--- src/rtl/codec_imm_pkg.sv ---
package codec_imm_pkg;
  localparam int unsigned WORD_W = 32;
  localparam int unsigned ADDR_W = 8;
  localparam int unsigned STAT_W = 16;

  localparam logic [ADDR_W-1:0] OFS_CMD  = 8'h60;
  localparam logic [ADDR_W-1:0] OFS_RSP  = 8'h64;
  localparam logic [ADDR_W-1:0] OFS_STAT = 8'h68;

  localparam int unsigned BIT_BUSY = 0;
  localparam int unsigned BIT_RVLD = 1;

  typedef struct packed {
    logic [3:0]  cad;
    logic [7:0]  node;
    logic [11:0] verb;
    logic [7:0]  payload;
  } cmd_fields_t;
endpackage

--- src/rtl/codec_imm_regs.sv ---
module codec_imm_regs
  import codec_imm_pkg::*;
(
  input  logic              clk_i,
  input  logic              rst_ni,
  input  logic              wr_i,
  input  logic [ADDR_W-1:0] addr_i,
  input  logic [WORD_W-1:0] wdata_i,
  input  logic              busy_i,
  input  logic              rvld_i,
  input  logic              cap_i,
  input  logic [WORD_W-1:0] rsp_word_i,
  output logic [WORD_W-1:0] cmd_q_o,
  output logic [WORD_W-1:0] rsp_q_o,
  output logic [WORD_W-1:0] rdata_o,
  output logic              launch_req_o,
  output logic              clr_req_o
);
  localparam int unsigned PAD_W = WORD_W - STAT_W;

  logic [WORD_W-1:0] cmd_q, rsp_q;
  logic [STAT_W-1:0] stat_view;
  logic              stat_wr;

  assign stat_wr = wr_i && (addr_i == OFS_STAT);

  always_ff @(posedge clk_i or negedge rst_ni) begin
    if (!rst_ni) begin
      cmd_q <= '0;
    end else if (wr_i && (addr_i == OFS_CMD) && !busy_i) begin
      cmd_q <= wdata_i;
    end
  end

  // response register only loads from the link
  always_ff @(posedge clk_i or negedge rst_ni) begin
    if (!rst_ni) begin
      rsp_q <= '0;
    end else if (cap_i) begin
      rsp_q <= rsp_word_i;
    end
  end

  always_comb begin
    stat_view           = '0;
    stat_view[BIT_BUSY] = busy_i;
    stat_view[BIT_RVLD] = rvld_i;
  end

  always_comb begin
    unique case (addr_i)
      OFS_CMD:  rdata_o = cmd_q;
      OFS_RSP:  rdata_o = rsp_q;
      OFS_STAT: rdata_o = {{PAD_W{1'b0}}, stat_view};
      default:  rdata_o = '0;
    endcase
  end

  assign launch_req_o = stat_wr && wdata_i[BIT_BUSY];
  assign clr_req_o    = stat_wr && wdata_i[BIT_RVLD];
  assign cmd_q_o      = cmd_q;
  assign rsp_q_o      = rsp_q;
endmodule

--- src/rtl/codec_imm_ctrl.sv ---
module codec_imm_ctrl (
  input  logic clk_i,
  input  logic rst_ni,
  input  logic launch_req_i,
  input  logic clr_req_i,
  input  logic rsp_valid_i,
  output logic busy_o,
  output logic rvld_o,
  output logic issue_o,
  output logic cap_o
);
  logic busy_q, rvld_q, issue_q;
  logic launch;

  assign launch = launch_req_i && !busy_q;
  assign cap_o  = rsp_valid_i && busy_q;

  always_ff @(posedge clk_i or negedge rst_ni) begin
    if (!rst_ni) begin
      busy_q  <= 1'b0;
      rvld_q  <= 1'b0;
      issue_q <= 1'b0;
    end else begin
      issue_q <= launch;
      if (launch) begin
        busy_q <= 1'b1;
        rvld_q <= 1'b0;  // stale reply never reported
      end else if (cap_o) begin
        busy_q <= 1'b0;
        rvld_q <= 1'b1;
      end else if (clr_req_i) begin
        rvld_q <= 1'b0;
      end
    end
  end

  assign busy_o  = busy_q;
  assign rvld_o  = rvld_q;
  assign issue_o = issue_q;
endmodule

--- src/rtl/codec_imm_fields.sv ---
module codec_imm_fields
  import codec_imm_pkg::*;
(
  input  logic [WORD_W-1:0] word_i,
  output logic [3:0]        cad_o,
  output logic [7:0]        node_o,
  output logic [11:0]       verb_o,
  output logic [7:0]        payload_o
);
  cmd_fields_t f;
  assign f         = cmd_fields_t'(word_i);
  assign cad_o     = f.cad;
  assign node_o    = f.node;
  assign verb_o    = f.verb;
  assign payload_o = f.payload;
endmodule

--- src/rtl/codec_imm_port.sv ---
module codec_imm_port
  import codec_imm_pkg::*;
(
  input  logic              clk_i,
  input  logic              rst_ni,
  input  logic              reg_wr_i,
  input  logic [ADDR_W-1:0] reg_addr_i,
  input  logic [WORD_W-1:0] reg_wdata_i,
  output logic [WORD_W-1:0] reg_rdata_o,
  output logic              cmd_valid_o,
  output logic [WORD_W-1:0] cmd_word_o,
  output logic [3:0]        cmd_cad_o,
  output logic [7:0]        cmd_node_o,
  output logic [11:0]       cmd_verb_o,
  output logic [7:0]        cmd_payload_o,
  input  logic              rsp_valid_i,
  input  logic [WORD_W-1:0] rsp_word_i
);
  logic              busy, rsp_vld, cap, launch_req, clr_req, issue;
  logic [WORD_W-1:0] cmd_q, rsp_q;

  codec_imm_regs i_regs (
    .clk_i       (clk_i),
    .rst_ni      (rst_ni),
    .wr_i        (reg_wr_i),
    .addr_i      (reg_addr_i),
    .wdata_i     (reg_wdata_i),
    .busy_i      (busy),
    .rvld_i      (rsp_vld),
    .cap_i       (cap),
    .rsp_word_i  (rsp_word_i),
    .cmd_q_o     (cmd_q),
    .rsp_q_o     (rsp_q),
    .rdata_o     (reg_rdata_o),
    .launch_req_o(launch_req),
    .clr_req_o   (clr_req)
  );

  codec_imm_ctrl i_ctrl (
    .clk_i       (clk_i),
    .rst_ni      (rst_ni),
    .launch_req_i(launch_req),
    .clr_req_i   (clr_req),
    .rsp_valid_i (rsp_valid_i),
    .busy_o      (busy),
    .rvld_o      (rsp_vld),
    .issue_o     (issue),
    .cap_o       (cap)
  );

  codec_imm_fields i_fields (
    .word_i   (cmd_q),
    .cad_o    (cmd_cad_o),
    .node_o   (cmd_node_o),
    .verb_o   (cmd_verb_o),
    .payload_o(cmd_payload_o)
  );

  assign cmd_valid_o = issue;
  assign cmd_word_o  = cmd_q;
endmodule

--- config.mk ---
export PLATFORM = sky130hd
export DESIGN_NAME = codec_imm_port
export DESIGN_NICKNAME = d
export VERILOG_FILES = /design/src/rtl/codec_imm_pkg.sv /design/src/rtl/codec_imm_regs.sv /design/src/rtl/codec_imm_ctrl.sv /design/src/rtl/codec_imm_fields.sv /design/src/rtl/codec_imm_port.sv
export SDC_FILE = /design/constraint.sdc
export NUM_CORES = 1
export LEC_CHECK = 0
export BUFFER_PORTS_ARGS = -buffer_cell sky130_fd_sc_hd__buf_4
export CORE_MARGIN = 2
export CORE_UTILIZATION = 42
export CTS_CLUSTER_DIAMETER = 150
export DETAILED_ROUTE_END_ITERATION = 7
export HOLD_SLACK_MARGIN = 0.06
export MAX_ROUTING_LAYER = met4
export PLACE_DENSITY = 0.73
export SLEW_MARGIN = 20
export SYNTH_ARGS = -nofsm -noshare
export SYNTH_HDL_FRONTEND = slang
export SYNTH_HIERARCHICAL = 1
export SYNTH_SLANG_ARGS = --single-unit
--- constraint.sdc ---
create_clock -name clk_i -period 1.5 [get_ports clk_i]
set_input_delay 0.075 -clock clk_i [delete_from_list [all_inputs] [get_ports clk_i]]
set_output_delay 0.075 -clock clk_i [all_outputs]
set_load 0.02 [all_outputs]
==> results of run 1 <==
-- placed cells by master (no fill, tap or decap), types with 3 or more instances in the layout --
cell type / netlist / routed
nor2_1: 33 / 33
buf_4: 32 / 177
dfrtp_1: 67 / 67
mux2i_1: 32 / 32
buf_12: 0 / 4
mux2_4: 30 / 30
mux2_2: 34 / 34
nor2b_1: 3 / 3
clkbuf_8: 0 / 9
dlygate4sd3_1: 0 / 66
-- metal layers --
layer | up-vias | routed length, um | global-route usage
met1 | 1375 | 3940 | 0.264
met5 | - | 0 | -
met2 | 125 | 4680 | 0.356
met3 | 8 | 622 | 0.0511
li1 | 1283 | - | -
met4 | 0 | 59 | 0.0556
-- area by class of cell --
class                      count  area [sq um]  share of cell area
clock buffer                   9           124              0.0224
timing repair buffer         247          2070               0.375
antenna                        1          2.50            0.000453
clock inverter                 7          76.3              0.0138
tap                          105           131              0.0238
multi-input combinational    147          1440               0.261
sequential                    67          1680               0.304
-- metrics by stage --
| stage | instances | utilization |
|---|---|---|
| floorplan | 260 | - |
| global placement | 500 | 0.575 |
| detailed placement | 500 | 0.575 |
| CTS | 582 | 0.682 |
| global route | 583 | 0.682 |
| finish | 583 | 0.682 |
-- final timing paths --
path                                    startpoint            endpoint  slack, ns  cells past startpoint
worst max-delay path             i_regs/cmd_q_o[1]      reg_rdata_o[1]       0.07                      4
worst min register to register  i_regs/rsp_q_o[23]  i_regs/rsp_q_o[23]       0.51                      1
max in group asynchronous                   rst_ni  i_regs/cmd_q_o[15]       0.75                      3
min in group asynchronous                   rst_ni      i_ctrl/issue_o       0.21                      2
worst max register to register       i_ctrl/busy_o  i_regs/cmd_q_o[19]       0.15                      4
worst min-delay path                      reg_wr_i       i_ctrl/rvld_o       0.19                      3
-- power by group through the flow --
stage	logic, mW	registers (mW)	clock network [mW]
final	1.10	2.30	1.52
after detailed placement	0.961	2.33	0
after global routing	1.19	2.33	1.66
after floorplan	0.571	2.32	0
after global placement	0.937	2.31	0
after CTS	1.11	2.29	1.57
-- repair_timing --
| item | in CTS | in global routing |
|---|---|---|
| buffers inserted | 0 | 0 |
| endpoints found under the hold margin | 132 | 0 |
| hold buffers | 66 | 0 |
-- sequential cells by signal (all words and copies together), names as in the netlist --
signal	flops
i_ctrl/rvld_o	1
i_regs/cmd_q_o	32
i_regs/rsp_q_o	32
i_ctrl/busy_o	1
i_ctrl/issue_o	1
-- kinds of logic after synthesis --
logic type / count (synthesis)
multiplexers: 96
AND/OR/NAND/NOR: 47
buffers and inverters: 46
flip-flops: 67
AO/OA/AOI/OAI: 4
-- critical path: stages, from the launching register on --
cell,delay (ns)
dfrtp_1,0.44
mux2i_1,0.18
o2bb2ai_1,0.10
and2_1,0.16
buf_4,0.15
==> impl_metrics.yaml, run 1 <==
layout:
  drive_gt1_frac: 0.556
  syn2layout_area_growth_pct: 60.5
  design_area_sq_um: 5520
  nFillCells: 574
  nets: 548
synthesis:
  synth_compound_area_frac: 0.00801
  yosysTopAreaCellShare: 0.488
  synth.avg_cell_area_sq_um: 13.2
  yosys.cell_count.top_type: "dfrtp_1"
  synth-simple-area-share: 0.0750
  synthDistinctLibCells: 21
  synth-seq-area-share: 0.488
  async_reset_ff_frac: 1.00
  synth_ff_type: "dfrtp_1"
  synth_fa_ha_area_frac: 0
  synth_top_area_cell: "dfrtp_1"
  synth_top_family_by_area: "multiplexers"
  syn-cell-area_sq_um: 3440
  syn_inst: 260
  synth.mux.area_fraction: 0.336
  yosys_warnings: 6
  synth_edf_count: 0
  yosys-top-cells-count: "67 x dfrtp_1, 34 x mux2_2, 33 x nor2_1"
  synthTopCellsByArea: "dfrtp_1 49%, mux2_4 13%, mux2_2 11%"
  synth_xor_area_frac: 0
  ys_seq_elements: 67
  syn-num-nets: 336
power:
  power_density_nw_per_um2: 892
  leakage_nw: 2.92
  combinationalPowerShare: 0.224
  switchingPower_mw: 1.35
  intPower_mw: 3.57
  ir_drop_uv: 537
  switching_share: 0.274
  total_power_mw: 4.92
  pwr-share-seq: 0.467
  power_frac_clock: 0.309
drt:
  ant_nets: 0
  via_per_inst: 4.79
  first_iter_violations: 98
  wl_per_cell_um: 15.9
  vias: 2791
  drc: 0
  first_pass_iters: 4
  wl_mm: 9.30
clock_network:
  cts-buffers-inserted: 9
  root_buffer: "clkbuf_8"
  clkLatencyLatePin_ns: 0.33
  clock_path_buffers: 2
  cts.repair.resized: 0
  cts_tree: "built"
  path_clk_slew_ns: 0.07
  clock-sinks: 67
  htree_num_levels: 3
critical_path:
  end_kind: "primary output"
  cp.required_ns: 1.42
  worst-setup-path-type: "reg2out"
  start_kind: "flop"
  cp.arrival_ns: 1.36
  crit_path_max_fanout: 4
die:
  dieWidth_um: 94.5
  fp.coreArea_sq_um: 8090
  fp.dieH_um: 94.5
  die_area_sq_um: 8930
  initial_core_util: 0.425
  num_rows: 33
  num_io_pins: 173
timing:
  grt_setup_unrepaired: "no"
  skew_ns: 0.00930
  whs_ns: 0.187
  final.setup.tns_ns: 0
  slew_headroom: 0.726
  fin_crit_sh: 0.955
  worst_pin_slew_ns: 0.411
  slew_violations: 0
  setup-violations-final: 0
  setup_ws_ns: 0.0677
  fmax_mhz: 698
  min_period_ns: 1.43
  hold_viol: 0
global_routing:
  antenna_found_initial: 1
  grt_pass1_vias: 2854
  grt.total_usage: 0.214
  grt_pass1_wl_mm: 14.3
  grt-ovfl-total: 0
  grt_max_degree: 39
flow_run:
  max_cap_violations: 0
placement:
  port_buffers: 172
  placed_cell_area_sq_um: 4660
  place_ws_ns: 0.0842
  dp_hpwl_mm: 6.05
  place_congestion: 0.835
worst_hold_path:
  min_path_type: "in2reg"
status:
  status: "completed"
(Power assumes the default switching activity.)
==> run 2, diff against run 1 <==
--- a/config.mk
+++ b/config.mk
@@ -13,6 +13,7 @@
 export HOLD_SLACK_MARGIN = 0.06
 export MAX_ROUTING_LAYER = met4
 export PLACE_DENSITY = 0.73
+export RECOVER_POWER = 50
 export SLEW_MARGIN = 20
 export SYNTH_ARGS = -nofsm -noshare
 export SYNTH_HDL_FRONTEND = slang
==> impl_metrics.yaml, run 2 (synthesized netlist as in run 1, its figures left out) <==
status:
  status: "completed"
critical_path:
  r2r_end: "i_regs/cmd_q_o[29]"
  end_kind: "primary output"
  critPathMaxStageDelay_ns: 0.44
  cp-startpoint: "i_regs/cmd_q_o[1]"
  cp.required_ns: 1.42
  cp.arrival_ns: 1.36
  crit_chain: "mux2i_1 -> o2bb2ai_1 -> and2_1 -> buf_4"
  worst-setup-path-type: "reg2out"
  reg2reg_depth: 4
  crit_buf_inv: 1
  timing.rr.start: "i_ctrl/busy_o"
  cp_slowest_cell: "dfrtp_1"
  start_kind: "flop"
  crit_family: "flip-flops"
  r2r_slack_ns: 0.15
  crit_path_max_fanout: 4
drt:
  via_per_inst: 4.78
  wl_per_cell_um: 16.0
  first_iter_violations: 85
  ant_nets: 0
  first_pass_iters: 4
  vias: 2788
  drc: 0
  wl_mm: 9.31
layout:
  nFillCells: 636
  final_cell_count_no_fill: 583
  nets: 548
  syn2layout_area_growth_pct: 55.1
  final_common_cell: "buf_4"
  drive_gt1_frac: 0.457
  fin_util: 0.659
  layout_common_cells: "129 x buf_4, 67 x dfrtp_1, 66 x dlygate4sd3_1"
  multi_input_area_sq_um: 1440
  seq_area_sq_um: 1680
die:
  fp.dieH_um: 94.5
  initial_core_util: 0.425
  die_area_sq_um: 8930
  num_io_pins: 173
  fp.coreArea_sq_um: 8090
  dieWidth_um: 94.5
  num_rows: 33
clock_network:
  cts.repair.resized: 0
  cts-buffers-inserted: 9
  clkLatencyLatePin_ns: 0.34
  htree_num_levels: 3
  path_clk_slew_ns: 0.07
  postCtsSetupBuffers: 0
  clock_path_buffers: 2
  cts_tree: "built"
  clock-sinks: 67
  root_buffer: "clkbuf_8"
placement:
  port_buffers: 172
  dp_hpwl_mm: 6.05
  place_ws_ns: 0.0842
  place_congestion: 0.835
  placedCellCount: 500
timing:
  fin_crit_sh: 0.956
  worst_pin_slew_ns: 0.779
  fmax_mhz: 697
  final.setup.tns_ns: 0
  grt_setup_unrepaired: "no"
  slew_violations: 0
  setup-violations-final: 0
  slew_headroom: 0.481
  min_period_ns: 1.43
  skew_ns: 0.00976
  hold_viol: 0
  setup_ws_ns: 0.0661
worst_hold_path:
  min_path_type: "in2reg"
  hold_end: "i_ctrl/rvld_o"
  hold_path_depth: 3
  hold_start: "reg_wr_i"
global_routing:
  antenna_found_initial: 1
  grt_pass1_vias: 2854
  grt.total_usage: 0.214
  grt_pass1_wl_mm: 14.3
  grt_max_degree: 39
  grt-ovfl-total: 0
flow_run:
  max_cap_violations: 0
power:
  power_density_nw_per_um2: 913
  ir_drop_uv: 534
  leakage_nw: 2.72
run 2: cell types whose count changed in the layout (fill, tap and decap cells not counted), sizes merged:
cell    previous run  this run
buf              181       133
clkbuf             9        57
run 2: final cells by class:
| cell class | count | share of cell area |
|---|---|---|
| Antenna cell | 1 | 0.000469 |
| Timing Repair Buffer | 247 | 0.353 |
| Sequential cell | 67 | 0.314 |
| Tap cell | 105 | 0.0246 |
| Clock inverter | 7 | 0.0143 |
| Multi-Input combinational cell | 147 | 0.270 |
| Clock buffer | 9 | 0.0232 |
run 2: per-layer routing:
layer / part of all wire / track usage / wire, um / vias up
met2: 0.50 / 0.356 / 4670 / 131
met5: 0 / - / 0 / -
met4: 0.0063 / 0.0556 / 59 / 0
li1: - / - / - / 1284
met3: 0.069 / 0.0511 / 647 / 8
met1: 0.42 / 0.264 / 3940 / 1365
run 2: how the worst max path moves through the flow:
stage	depth (start not counted)	to
floorplan	4	i_regs/rsp_q_o[10]
detailed placement	5	i_regs/cmd_q_o[19]
global route	4	reg_rdata_o[0]
global placement	5	i_regs/cmd_q_o[20]
finish	4	reg_rdata_o[1]
CTS	4	reg_rdata_o[1]
run 2: per-stage QoR:
step           power, mW  hold slack [ns]  area, sq um
5_1_grt             5.13            0.183         5330
3_5_place_dp        3.29           0.0297         4660
4_1_cts             4.97            0.164         5520
3_3_place_gp        3.24           0.0280         4660
6_report            4.87            0.187         5330
2_1_floorplan       2.89           -0.221         3440
run 2: worst register-to-register path, delay by kind of cell (launching register included):
| kind | cells | cell delay (ns) |
|---|---|---|
| and+or+nand+nor | 2 | 0.30 |
| DFF | 1 | 0.37 |
| buffers and inverters | 1 | 0.22 |
| muxes | 1 | 0.35 |
run 2: where the power goes:
group          switching (mW)  internal, mW  total, mW  leakage [nW]
clock                   0.744         0.779       1.52        0.0962
sequential              0.189          2.10       2.29         0.901
combinational           0.418         0.634       1.05          1.72
run 2: what timing repair did:
item | in CTS | in global routing
setup endpoints to repair | 0 | 0
hold buffers | 66 | 0
hold endpoints to repair | 132 | 0
